[config.mk]
export PLATFORM = sky130hd
export DESIGN_NAME = branch_skip_unit
export DESIGN_NICKNAME = d
export VERILOG_FILES = /design/src/rtl/branch_skip_unit.sv
export SDC_FILE = /design/constraint.sdc
export NUM_CORES = 1
export LEC_CHECK = 0
export BUFFER_PORTS_ARGS = -buffer_cell sky130_fd_sc_hd__clkbuf_2
export CORE_MARGIN = 1.5
export CORE_UTILIZATION = 50
export DETAILED_ROUTE_END_ITERATION = 8
export GPL_TIMING_DRIVEN = 0
export PLACE_DENSITY = 0.82
export SETUP_SLACK_MARGIN = 0.1
export SKIP_CTS_REPAIR_TIMING = 1
export SYNTH_ARGS = -nofsm -noshare
export SYNTH_HDL_FRONTEND = slang
export SYNTH_SLANG_ARGS = --single-unit
[constraint.sdc]
create_clock -name clk -period 4.8 [get_ports clk]
set_clock_uncertainty 0.1 [all_clocks]
set_input_delay 0.96 -clock clk [delete_from_list [all_inputs] [get_ports clk]]
set_output_delay 0.96 -clock clk [all_outputs]
set_load 0.01 [all_outputs]
[src/rtl/branch_skip_unit.sv]
module branch_skip_unit #(
  parameter int PC_W = 16,
  parameter int K_W  = 7
) (
  input  logic            clk,
  input  logic            rst_n,
  input  logic            req_valid,
  input  logic [2:0]      op_kind,
  input  logic [7:0]      status,
  input  logic [2:0]      flag_sel,
  input  logic            want_set,
  input  logic [K_W-1:0]  offset,
  input  logic [PC_W-1:0] pc,
  input  logic            cmp_equal,
  input  logic [7:0]      test_byte,
  input  logic            next_two_word,
  output logic            out_valid,
  output logic [PC_W-1:0] next_pc,
  output logic            taken,
  output logic [1:0]      cycles
);

  localparam logic [2:0] OP_SEQ   = 3'd0;
  localparam logic [2:0] OP_BFLAG = 3'd1;
  localparam logic [2:0] OP_BSIGN = 3'd2;
  localparam logic [2:0] OP_SKEQ  = 3'd3;
  localparam logic [2:0] OP_SKREG = 3'd4;
  localparam logic [2:0] OP_SKIO  = 3'd5;
  localparam int         EXT_W    = PC_W - K_W;
  localparam int         NEG_BIT  = 2;
  localparam int         OVF_BIT  = 3;

  logic            hit, is_branch, is_skip;
  logic [1:0]      base_cost;
  logic [PC_W-1:0] disp, br_target, sk_target, seq_pc, pc_d;

  assign disp      = {{EXT_W{offset[K_W-1]}}, offset};
  assign seq_pc    = pc + PC_W'(1);
  assign br_target = seq_pc + disp;
  assign sk_target = pc + (next_two_word ? PC_W'(3) : PC_W'(2));

  always_comb begin
    hit       = 1'b0;
    is_branch = 1'b0;
    is_skip   = 1'b0;
    base_cost = 2'd1;
    case (op_kind)
      OP_BFLAG: begin
        is_branch = 1'b1;
        hit       = (status[flag_sel] == want_set);
      end
      OP_BSIGN: begin
        is_branch = 1'b1;
        hit       = ((status[NEG_BIT] ^ status[OVF_BIT]) == want_set);
      end
      OP_SKEQ: begin
        is_skip = 1'b1;
        hit     = cmp_equal;
      end
      OP_SKREG: begin
        is_skip = 1'b1;
        hit     = (test_byte[flag_sel] == want_set);
      end
      OP_SKIO: begin
        is_skip   = 1'b1;
        hit       = (test_byte[flag_sel] == want_set);
        base_cost = 2'd2;
      end
      default: ;
    endcase
  end

  assign pc_d = !hit     ? seq_pc :
                is_branch ? br_target :
                is_skip   ? sk_target : seq_pc;

  always_ff @(posedge clk) begin
    if (!rst_n) begin
      out_valid <= 1'b0;
      next_pc   <= '0;
      taken     <= 1'b0;
      cycles    <= 2'd0;
    end else begin
      out_valid <= req_valid;
      if (req_valid) begin
        next_pc <= pc_d;
        taken   <= hit;
        cycles  <= base_cost + {1'b0, hit};
      end
    end
  end

  a_r10_valid_follows_req: assert property (@(posedge clk) disable iff (!rst_n)
    $past(rst_n) |-> (out_valid == $past(req_valid)));

  a_r10_hold_when_idle: assert property (@(posedge clk) disable iff (!rst_n)
    !req_valid |=> ($stable(next_pc) && $stable(taken) && $stable(cycles)));

  a_r7_no_taken_step_one: assert property (@(posedge clk) disable iff (!rst_n)
    (out_valid && !taken) |-> (next_pc == $past(pc) + PC_W'(1)));

  a_r5_skip_eq_follows_compare: assert property (@(posedge clk) disable iff (!rst_n)
    (out_valid && $past(op_kind) == OP_SKEQ) |-> (taken == $past(cmp_equal)));

  a_r8_cost_range: assert property (@(posedge clk) disable iff (!rst_n)
    out_valid |-> (cycles != 2'd0 && (cycles != 2'd3 || $past(op_kind) == OP_SKIO)));

  a_r9_sequential_never_taken: assert property (@(posedge clk) disable iff (!rst_n)
    (out_valid && ($past(op_kind) == OP_SEQ || $past(op_kind) > OP_SKIO)) |-> (!taken && cycles == 2'd1));

endmodule

==> summary.txt, run 1 <==
Drt
  • WL final: 7030 um
  • Post-route antenna net violation count: 0
  • First-iteration detailed-routing DRC count: 128
  • Post-DR wirelength/cell: 15.0 um
  • Vias: 2765
  • # DRC: 0
  • Pre-antenna DRT Iters: 4
  • Vias per Instance: 5.90

Placed design
  • Final Wtd Congestion: 0.950
  • Placed Area: 3000 um^2
  • HPWL after DPL: 5640 um
  • Port Buf Inserts: 61

Clock tree
  • Clock Root Buffer: clkbuf_8
  • CTS sink cnt: 20
  • CTS clk-pin slew, worst paths: 70 ps
  • Clock Latency Late Sink: 260 ps
  • CTS max path bufs: 2
  • CTS tree: yes
  • CTS Buf Count: 3
  • CTS H-tree lvls: 1

Synthesis
  • Synth area leader: dfxtp_1
  • Synthesized area: 2600 um^2
  • Synth Area per Inst: 7.80 um^2
  • Post-synth cell types: 57
  • Synth top area cells: dfxtp_1, ha_1, xor2_1
  • Area share of the largest cell type after synthesis: 15.4%
  • Synth warn: 0
  • Syn_nets: 409
  • Async SR Flop Fraction: 0%
  • Synth top cells by count: o21ai_0, nand2_1, a21oi_1
  • Number of synthesized flops with an enable pin: 0
  • Mapped Cells: 334
  • Flops & latches, synth: 20
  • Sequential cell area fraction in the yosys report: 15.4%
  • Ys flop type: dfxtp_1
  • Most frequent cell after synthesis: o21ai_0

Floorplanning
  • Initial Util: 51.3%
  • Die Footprint: 5650 um^2
  • IO Pins: 71
  • Die height: 75.2 um
  • Row Count: 26
  • Die Width: 75.2 um
  • Core ar.: 5070 um^2

Setup path
  • CP startpoint kind: input port
  • CP endpoint kind: register
  • Critical Path, Cell by Cell: buf_2 > nand4_1 > nor4_4 > nand3_1 > xnor2_1 > ha_1 > nand2_1 > o21ai_0 > a32oi_1 > a21oi_1 > o211a_1 > and3_1 > or3_1 > a31oi_1
  • CP max stage delay: 440 ps
  • CP required: 4890 ps
  • CP Max Fanout: 9
  • CP max stage cell: nor4_4
  • Crit path DAT: 4230 ps
  • Critical path type: input port to register

Global route
  • First-pass GRT wire length: 10700 um
  • GR Layer Usage met2: 45.0%
  • Largest net degree at the start of global routing: 15
  • Vias in the first global route: 2379
  • Initial antenna violation count: 0
  • Most Crowded Layer GR: met2
  • Met1 GRT Util: 30.9%
  • Grt ovf: 0
  • Overall fraction of global-route tracks in use: 24.5%
  • Met3 Track Usage GR: 3.75%

Layout
  • Reg area: 400 um^2
  • Final Cell Area: 3050 um^2
  • Number of fillers in the final layout: 492
  • Diode count: 0
  • Layout area overhead: 17.2%
  • Footprint of the multi-input gates: 2090 um^2
  • Fin util: 60.1%
  • Share of cells above drive strength 1: 21.1%
  • Nets@finish: 475

STA
  • RSZ-0062 raised after global routing: no
  • Slew Viols, Final: 0
  • Slew HR: 47.7%
  • Final Critical Period: 4130 ps
  • Setup TNS: 0 ps
  • Peak Freq: 242 MHz
  • Final setup fails: 0
  • Slew @ Worst Pin: 784 ps
  • Final hold violations: 0
  • Hold Worst Slack: 385 ps
  • Final period util: 86.1%

Power
  • Leakage: 1.41 nW
  • Pwr Total: 0.612 mW
  • Peak VDD IR: 0.176 mV
  • Pwr dens: 200 nW/um^2

Outcome
  • Status: finished, final reports clean

Hold path
  • Hold Crit Class: register to register

Job
  • Max_cap viols: 0
flip-flops by register name (all words and copies together), names as in the netlist:
register / count
cycles: 2
next_pc: 16
out_valid: 1
taken: 1
worst max-delay path: cells and delay by family:
kind	cells	cell delay (ps)
buffers and inverters	1	170
adders and majority gates	1	350
and+or+nand+nor	6	1470
xor gates and xnor gates	1	310
AOI/OAI and AO/OA	5	950
cell usage in the layout (no fill, tap or decap), types with 8 or more instances in the layout:
cell type / netlist / routed
ha_1: 23 / 23
nor2_1: 15 / 15
o21ai_0: 34 / 34
inv_1: 8 / 8
nor3_1: 8 / 8
clkbuf_1: 11 / 11
xnor2_1: 18 / 18
mux2i_1: 8 / 8
nand2_1: 33 / 33
nand3_1: 11 / 11
dfxtp_1: 20 / 20
xor2_1: 21 / 21
a21oi_1: 27 / 27
clkbuf_2: 0 / 61
logic make-up (layout without fill, tap and decap cells):
| family | after synthesis | count (layout) | share of synthesized area (%) |
|---|---|---|---|
| mux | 12 | 12 | 6.97 |
| fa+ha+maj | 24 | 24 | 11.8 |
| simple gates | 101 | 101 | 20.0 |
| compound gates | 110 | 110 | 28.2 |
| flops | 20 | 20 | 15.4 |
| xor+xnor | 39 | 39 | 13.1 |
| buf+inv | 28 | 93 | 4.52 |
metrics by stage:
| step | worst slack [ps] | instances |
|---|---|---|
| 4_1_cts | 689 | 469 |
| 2_1_floorplan | 989 | 334 |
| 5_1_grt | 416 | 469 |
| 3_3_place_gp | 485 | 465 |
| 6_report | 668 | 469 |
| 3_5_place_dp | 418 | 465 |
layout make-up:
type / count / area share (%)
multi-input cells: 286 / 68.3
clock buffers: 4 / 1.80
repair buffers: 61 / 10.0
plain buffers: 19 / 2.75
inverters: 9 / 1.11
well taps: 70 / 2.87
flip-flops and latches: 20 / 13.1
path summary, 6_finish.rpt:
| check | slack (ps) | endpoint | from | cells after the start |
|---|---|---|---|---|
| setup / recovery | 670 | next_pc[15] | pc[2] | 14 |
| hold reg to reg | 380 | taken | taken | 1 |
| setup reg to reg | 4000 | next_pc[9] | next_pc[9] | 2 |
| hold / removal | 380 | taken | taken | 1 |
routing by layer:
| layer | share of wire, % | vias up | wire length [um] |
|---|---|---|---|
| met5 | 0 | - | 0 |
| met4 | 0.77 | 0 | 54 |
| met3 | 5.6 | 6 | 395 |
| met2 | 49 | 100 | 3470 |
| met1 | 44 | 1286 | 3110 |
| li1 | - | 1373 | - |
where the power goes:
group	switching [mW]	total, mW	internal [mW]
clock	0.0553	0.128	0.0731
sequential	0.00729	0.188	0.181
combinational	0.168	0.295	0.127
Power figures use the tool's default switching activity.
==> run 2: changes to the inputs <==
- CORE_MARGIN: 1.5 -> 8
==> run 2 against run 1 <==
Effect of this change: sequential share of layout area did not move; combinational power up 2%; worst hold slack gained 16 ps; first-iteration DRC count fell by 4.7%; register-to-register slack about the same; critical path depth stayed put; die area is 38% higher; global-route usage fell by 4.9 points; final area unchanged; sequential cell count unchanged.
==> summary.txt, run 2 (synthesized netlist as in run 1, its figures left out) <==
Floorplanning
  • Core ar.: 5070 um^2 (unchanged)
  • Initial Util: 51.3% (unchanged)
  • Die height: 88.2 um (+17%)
  • Die Footprint: 7770 um^2 (+38%)
  • Die Width: 88.2 um (+17%)
  • IO Pins: 71 (unchanged)
  • Row Count: 26 (unchanged)

Power
  • Leakage: 1.41 nW (unchanged)
  • Pwr dens: 202 nW/um^2 (+0.81%)
  • Peak VDD IR: 0.167 mV (-5.0%)

STA
  • Slew @ Worst Pin: 808 ps (+24.2 ps)
  • RSZ-0062 raised after global routing: no
  • Slew HR: 46.1% (-1.6 points)
  • Final Critical Period: 4230 ps (+102 ps)
  • Final hold violations: 0 (unchanged)
  • Final period util: 88.2% (+2.1 points)
  • Final setup fails: 0 (unchanged)
  • Slew Viols, Final: 0 (unchanged)
  • Setup TNS: 0 ps (unchanged)
  • Hold Worst Slack: 401 ps (+16.4 ps)
  • Peak Freq: 236 MHz (-2.4%)
  • Setup ws final: 566 ps (-102 ps)

Setup path
  • Worst path bufs/invs: 1 (unchanged)
  • Critical Path, Cell by Cell: buf_2 > nand4_1 > nor4_4 > nand3_1 > xnor2_1 > ha_1 > nand2_1 > o21ai_0 > a32oi_1 > a21oi_1 > o211a_1 > and3_1 > or3_1 > a31oi_1
  • CP max stage cell: nor4_4
  • CP endpoint kind: register
  • CP required: 4890 ps (about the same)
  • Crit path DAT: 4330 ps (+100 ps)
  • Critical path type: input port to register
  • Crit path max-delay family: simple AND/OR/NAND/NOR gates
  • CP max stage delay: 430 ps (about the same)
  • CP startpoint kind: input port
  • CP Max Fanout: 9 (unchanged)

Placed design
  • Placed Area: 3000 um^2 (unchanged)
  • Setup Slack @ Placement: 381 ps (-37.1 ps)
  • Final Wtd Congestion: 0.960 (+1.1%)
  • Port Buf Inserts: 61 (unchanged)
  • HPWL after DPL: 6210 um (+10%)

Clock tree
  • CTS clk-pin slew, worst paths: 70 ps (about the same)
  • CTS H-tree lvls: 1 (unchanged)
  • CTS Buf Count: 3 (unchanged)
  • CTS sink cnt: 20 (unchanged)
  • Clock Latency Late Sink: 260 ps (about the same)
  • Clock Root Buffer: clkbuf_8
  • CTS tree: yes
  • CTS max path bufs: 2 (unchanged)

Layout
  • Largest register FFs: 16 (unchanged)
  • Number of fillers in the final layout: 487 (-1.0%)
  • Nets@finish: 475 (unchanged)
  • Share of cells above drive strength 1: 21.1% (unchanged)
  • Layout area overhead: 17.2% (unchanged)
  • Commonest non-fill, non-tap cell in the layout: clkbuf_2
  • Most flop-heavy register: next_pc
  • Commonest cells after routing, fill and taps aside: clkbuf_2, o21ai_0, nand2_1
  • Diode count: 0 (unchanged)
  • Largest registers: next_pc (16), cycles (2)
  • Final Cell Area: 3050 um^2 (unchanged)

Drt
  • First-iteration detailed-routing DRC count: 122 (-4.7%)
  • Vias per Instance: 5.96 (+1.1%)
  • Post-route antenna net violation count: 0 (unchanged)
  • Post-DR wirelength/cell: 16.4 um (+9.4%)
  • # DRC: 0 (unchanged)
  • Pre-antenna DRT Iters: 4 (unchanged)
  • WL final: 7690 um (+9.4%)
  • Vias: 2795 (+1.1%)

Job
  • Max_cap viols: 0 (unchanged)

Outcome
  • Status: finished, final reports clean

Global route
  • Initial antenna violation count: 0 (unchanged)
  • Largest net degree at the start of global routing: 15 (unchanged)
  • First-pass GRT wire length: 12400 um (+15%)
  • Grt ovf: 0 (unchanged)
  • Overall fraction of global-route tracks in use: 19.7% (-4.9 points)
  • Vias in the first global route: 2704 (+14%)

Hold path
  • Hold Crit Class: register to register
## run 2: cell counts in the layout (fill, tap and decap cells not counted)
Identical to the previous run, type by type.
## run 2: path summary, 6_finish.rpt
check	slack (ps)	start	cells past startpoint	to
setup / recovery	570	pc[2]	14	next_pc[15]
hold / removal	400	taken	1	taken
setup reg to reg	4000	next_pc[2]	2	next_pc[2]
hold reg to reg	400	taken	1	taken
## run 2: area by class of cell
cell class / instances / area, um^2 / share of cell area, %
Inverter: 9 / 33.8 / 1.11
Buffer: 19 / 83.8 / 2.75
Tap cell: 70 / 87.6 / 2.87
Multi-Input combinational cell: 286 / 2090 / 68.3
Timing Repair Buffer: 61 / 305 / 10.0
Clock buffer: 4 / 55.1 / 1.80
Sequential cell: 20 / 400 / 13.1
## run 2: through the flow
stage,std cells,util (%),total power [mW]
global placement,465,59.0,0.479
global route,469,60.1,0.660
CTS,469,60.1,0.616
finish,469,60.1,0.617
detailed placement,465,59.0,0.488
floorplan,334,-,0.396
## run 2: routing by layer
| metal | vias up | wire, um | GRT usage [%] |
|---|---|---|---|
| met5 | - | 0 | 0 |
| met4 | 0 | 152 | 5.84 |
| met3 | 12 | 520 | 3.10 |
| met2 | 97 | 3760 | 35.6 |
| met1 | 1309 | 3260 | 23.0 |
| li1 | 1377 | - | - |
## run 2: power breakdown
group          switching [mW]  internal [mW]  total, mW
sequential            0.00745          0.181      0.188
clock                  0.0557         0.0731      0.129
combinational           0.172          0.128      0.300
total                   0.235          0.381      0.617
## run 2: worst reg2reg max path, delay by kind of cell (launching register included)
kind	cells	cell delay, ps
flip-flops	1	320
AO/OA/AOI/OAI	2	250
==> run 3: changes to the inputs <==
- ABC_AREA: unset -> 1
- CELL_PAD_IN_SITES_DETAIL_PLACEMENT: unset -> 0
- CELL_PAD_IN_SITES_GLOBAL_PLACEMENT: unset -> 1
- CORE_UTILIZATION: 50 -> 37
- PLACE_DENSITY: 0.82 -> 0.87
==> run 3 against run 2 <==
Effect of this change: via count up 25%; worst hold slack got worse by 38 ps; sequential cell count unchanged; sequential share of layout area shrank 2.0 points; synthesized cell count grew 62%; final area rose by 18%; critical path depth increased by 7; sequential power barely moved; wire length up 22%; die area grew 48%; synthesized area increased by 18%; critical path type unchanged; highest routed layer unchanged.
==> summary.txt, run 3 <==
Layout
  • Diode count: 0 (unchanged)
  • Share of cells above drive strength 1: 17.6% (-3.4 points)
  • Fin util: 44.4% (-16 points)
  • Nets@finish: 688 (+45%)
  • Commonest non-fill, non-tap cell in the layout: nand2_1
  • Commonest cells after routing, fill and taps aside: nand2_1, nand3_1, inv_1
  • Largest register FFs: 16 (unchanged)
  • Layout area overhead: 17.1%
  • Post-route insts no fill: 717 (+53%)
  • Final Cell Area: 3610 um^2 (+18%)
  • Largest registers: next_pc (16), cycles (2)
  • Most flop-heavy register: next_pc
  • Number of fillers in the final layout: 920 (+89%)

Clock tree
  • CTS max path bufs: 2 (unchanged)
  • Clock Latency Late Sink: 270 ps (about the same)
  • Clock Root Buffer: clkbuf_8
  • CTS tree: yes
  • CTS sink cnt: 20 (unchanged)
  • CTS Buf Count: 3 (unchanged)
  • CTS clk-pin slew, worst paths: 60 ps (about the same)
  • CTS H-tree lvls: 1 (unchanged)

STA
  • Final period util: 74.1% (-14 points)
  • RSZ-0062 raised after global routing: no
  • Final Critical Period: 3560 ps (-676 ps)
  • Final hold violations: 0 (unchanged)
  • Setup ws final: 1240 ps (+676 ps)
  • Hold Worst Slack: 363 ps (-37.8 ps)
  • Slew HR: 68.3% (+22 points)
  • Slew @ Worst Pin: 471 ps (-337 ps)
  • Final setup fails: 0 (unchanged)
  • Slew Viols, Final: 0 (unchanged)
  • Setup TNS: 0 ps (unchanged)
  • Peak Freq: 281 MHz (+19%)

Global route
  • Initial antenna violation count: 0 (unchanged)
  • Vias in the first global route: 3368 (+25%)
  • First-pass GRT wire length: 15800 um (+28%)
  • Overall fraction of global-route tracks in use: 16.7% (-3.0 points)
  • Largest net degree at the start of global routing: 15 (unchanged)
  • Grt ovf: 0 (unchanged)

Setup path
  • Worst r2r src: cycles[0]
  • CP Max Fanout: 7 (-2)
  • Crit path DAT: 3590 ps (-740 ps)
  • Critical path type: input port to register
  • CP max stage delay: 400 ps (-30 ps)
  • Crit path to: next_pc[14]
  • Reg2reg end: cycles[0]
  • CP startpoint kind: input port
  • R2R cell count: 2 (unchanged)
  • CP max stage cell: ha_1
  • Crit path launch: pc[0]
  • Critical Path, Cell by Cell: clkbuf_2 > ha_1 > nand3_2 > nor3_1 > nand2_1 > o21ai_1 > inv_1 > ha_1 > nand2_1 > nor2_1 > inv_1 > nor2_1 > nor2_1 > nand2_1 > nand2_1 > nand3_1 > nand2_1 > inv_1 > nand2_1 > nand3_1 > a21oi_1
  • CP endpoint kind: register
  • CP required: 4830 ps (-60 ps)
  • FF-to-FF setup slack: 4060 ps (+60 ps)
  • Most frequent CP cell: nand2_1

Synthesis
  • Number of synthesized flops with an enable pin: 0 (unchanged)
  • Synth area leader: nand2_1
  • Ys flop type: dfxtp_1
  • Synth top area cells: nand2_1, dfxtp_1, nand3_1
  • Async SR Flop Fraction: 0% (unchanged)
  • Area share of the largest cell type after synthesis: 19.5% (+4.1 points)
  • Most frequent cell after synthesis: nand2_1
  • Synth Area per Inst: 5.71 um^2 (-27%)
  • Flops & latches, synth: 20 (unchanged)
  • Post-synth cell types: 36 (-37%)
  • Mapped Cells: 540 (+62%)
  • Synthesized area: 3080 um^2 (+18%)
  • Syn_nets: 615 (+50%)
  • Synth warn: 0 (unchanged)
  • Sequential cell area fraction in the yosys report: 13.0% (-2.4 points)
  • Synth top cells by count: nand2_1, nand3_1, inv_1

Outcome
  • Status: finished, final reports clean

Drt
  • First-iteration detailed-routing DRC count: 151 (+24%)
  • Pre-antenna DRT Iters: 4 (unchanged)
  • Post-DR wirelength/cell: 13.1 um (-20%)
  • Vias per Instance: 4.87 (-18%)
  • Post-route antenna net violation count: 0 (unchanged)
  • Vias: 3494 (+25%)
  • # DRC: 0 (unchanged)
  • WL final: 9410 um (+22%)

Placed design
  • Placed Area: 3550 um^2 (+19%)
  • HPWL after DPL: 8170 um (+32%)
  • Cells after DPL: 713 (+53%)
  • Setup Slack @ Placement: 982 ps (+601 ps)
  • Port Buf Inserts: 68 (+11%)
  • Final Wtd Congestion: 0.926 (-3.6%)

Floorplanning
  • Core ar.: 8130 um^2 (+60%)
  • IO Pins: 71 (unchanged)
  • Die Footprint: 11500 um^2 (+48%)
  • Die Width: 107 um (+22%)
  • Initial Util: 37.9% (-13 points)
  • Die height: 107 um (+22%)
  • Row Count: 33 (+27%)

Power
  • Leakage: 2.00 nW (+41%)
  • Pwr dens: 183 nW/um^2 (-9.5%)
  • Peak VDD IR: 0.0914 mV (-45%)
  • Pwr Total: 0.660 mW (+7.0%)

Job
  • Max_cap viols: 0 (unchanged)

Hold path
  • Hold Crit Class: register to register
[run 3: kinds of logic (layout without fill, tap and decap cells)]
| group | Yosys count | after routing | synth area share (%) |
|---|---|---|---|
| DFF | 20 | 20 | 13.0 |
| xor gates and xnor gates | 21 | 21 | 6.21 |
| adders and majority gates | 24 | 24 | 9.98 |
| buffers and inverters | 95 | 167 | 12.8 |
| and+or+nand+nor | 305 | 305 | 44.9 |
| AOI/OAI and AO/OA | 75 | 75 | 13.1 |
[run 3: worst min path at each step]
stage / startpoint / end / slack (ps) / cells past startpoint
final: next_pc[12] / next_pc[12] / 360 / 2
after detailed placement: next_pc[7] / next_pc[7] / 360 / 2
after global placement: next_pc[12] / next_pc[12] / 360 / 2
after global routing: next_pc[12] / next_pc[12] / 370 / 2
after floorplan: next_pc[0] / next_pc[0] / 390 / 2
after CTS: next_pc[7] / next_pc[7] / 370 / 2
[run 3: final cells by class]
cell class	instances	area, um^2	share of cell area [%]
Tap cell	105	131	3.64
Multi-Input combinational cell	425	2290	63.4
Timing Repair Buffer	68	340	9.43
Sequential cell	20	400	11.1
Buffer	15	95.1	2.63
Inverter	80	300	8.32
Clock buffer	4	55.1	1.53
[run 3: routing by layer]
| layer | vias up | routed length [um] | GRT usage, % |
|---|---|---|---|
| li1 | 1885 | - | - |
| met1 | 1522 | 4330 | 21.3 |
| met2 | 74 | 4340 | 28.0 |
| met3 | 13 | 561 | 2.40 |
| met4 | 0 | 181 | 5.63 |
| met5 | - | 0 | 0 |
[run 3: worst max-delay path: cells and delay by family]
family | cells | cell delay [ps]
AOI/OAI and AO/OA | 2 | 330
adders and majority gates | 2 | 620
buffers and inverters | 4 | 370
and+or+nand+nor | 13 | 1320
[run 3: power breakdown]
part | switching [mW] | internal (mW) | total, mW | leakage, nW
logic | 0.215 | 0.129 | 0.344 | 1.80
registers | 0.00755 | 0.181 | 0.188 | 0.165
clock network | 0.0548 | 0.0732 | 0.128 | 0.0288
total | 0.277 | 0.383 | 0.660 | 2.00
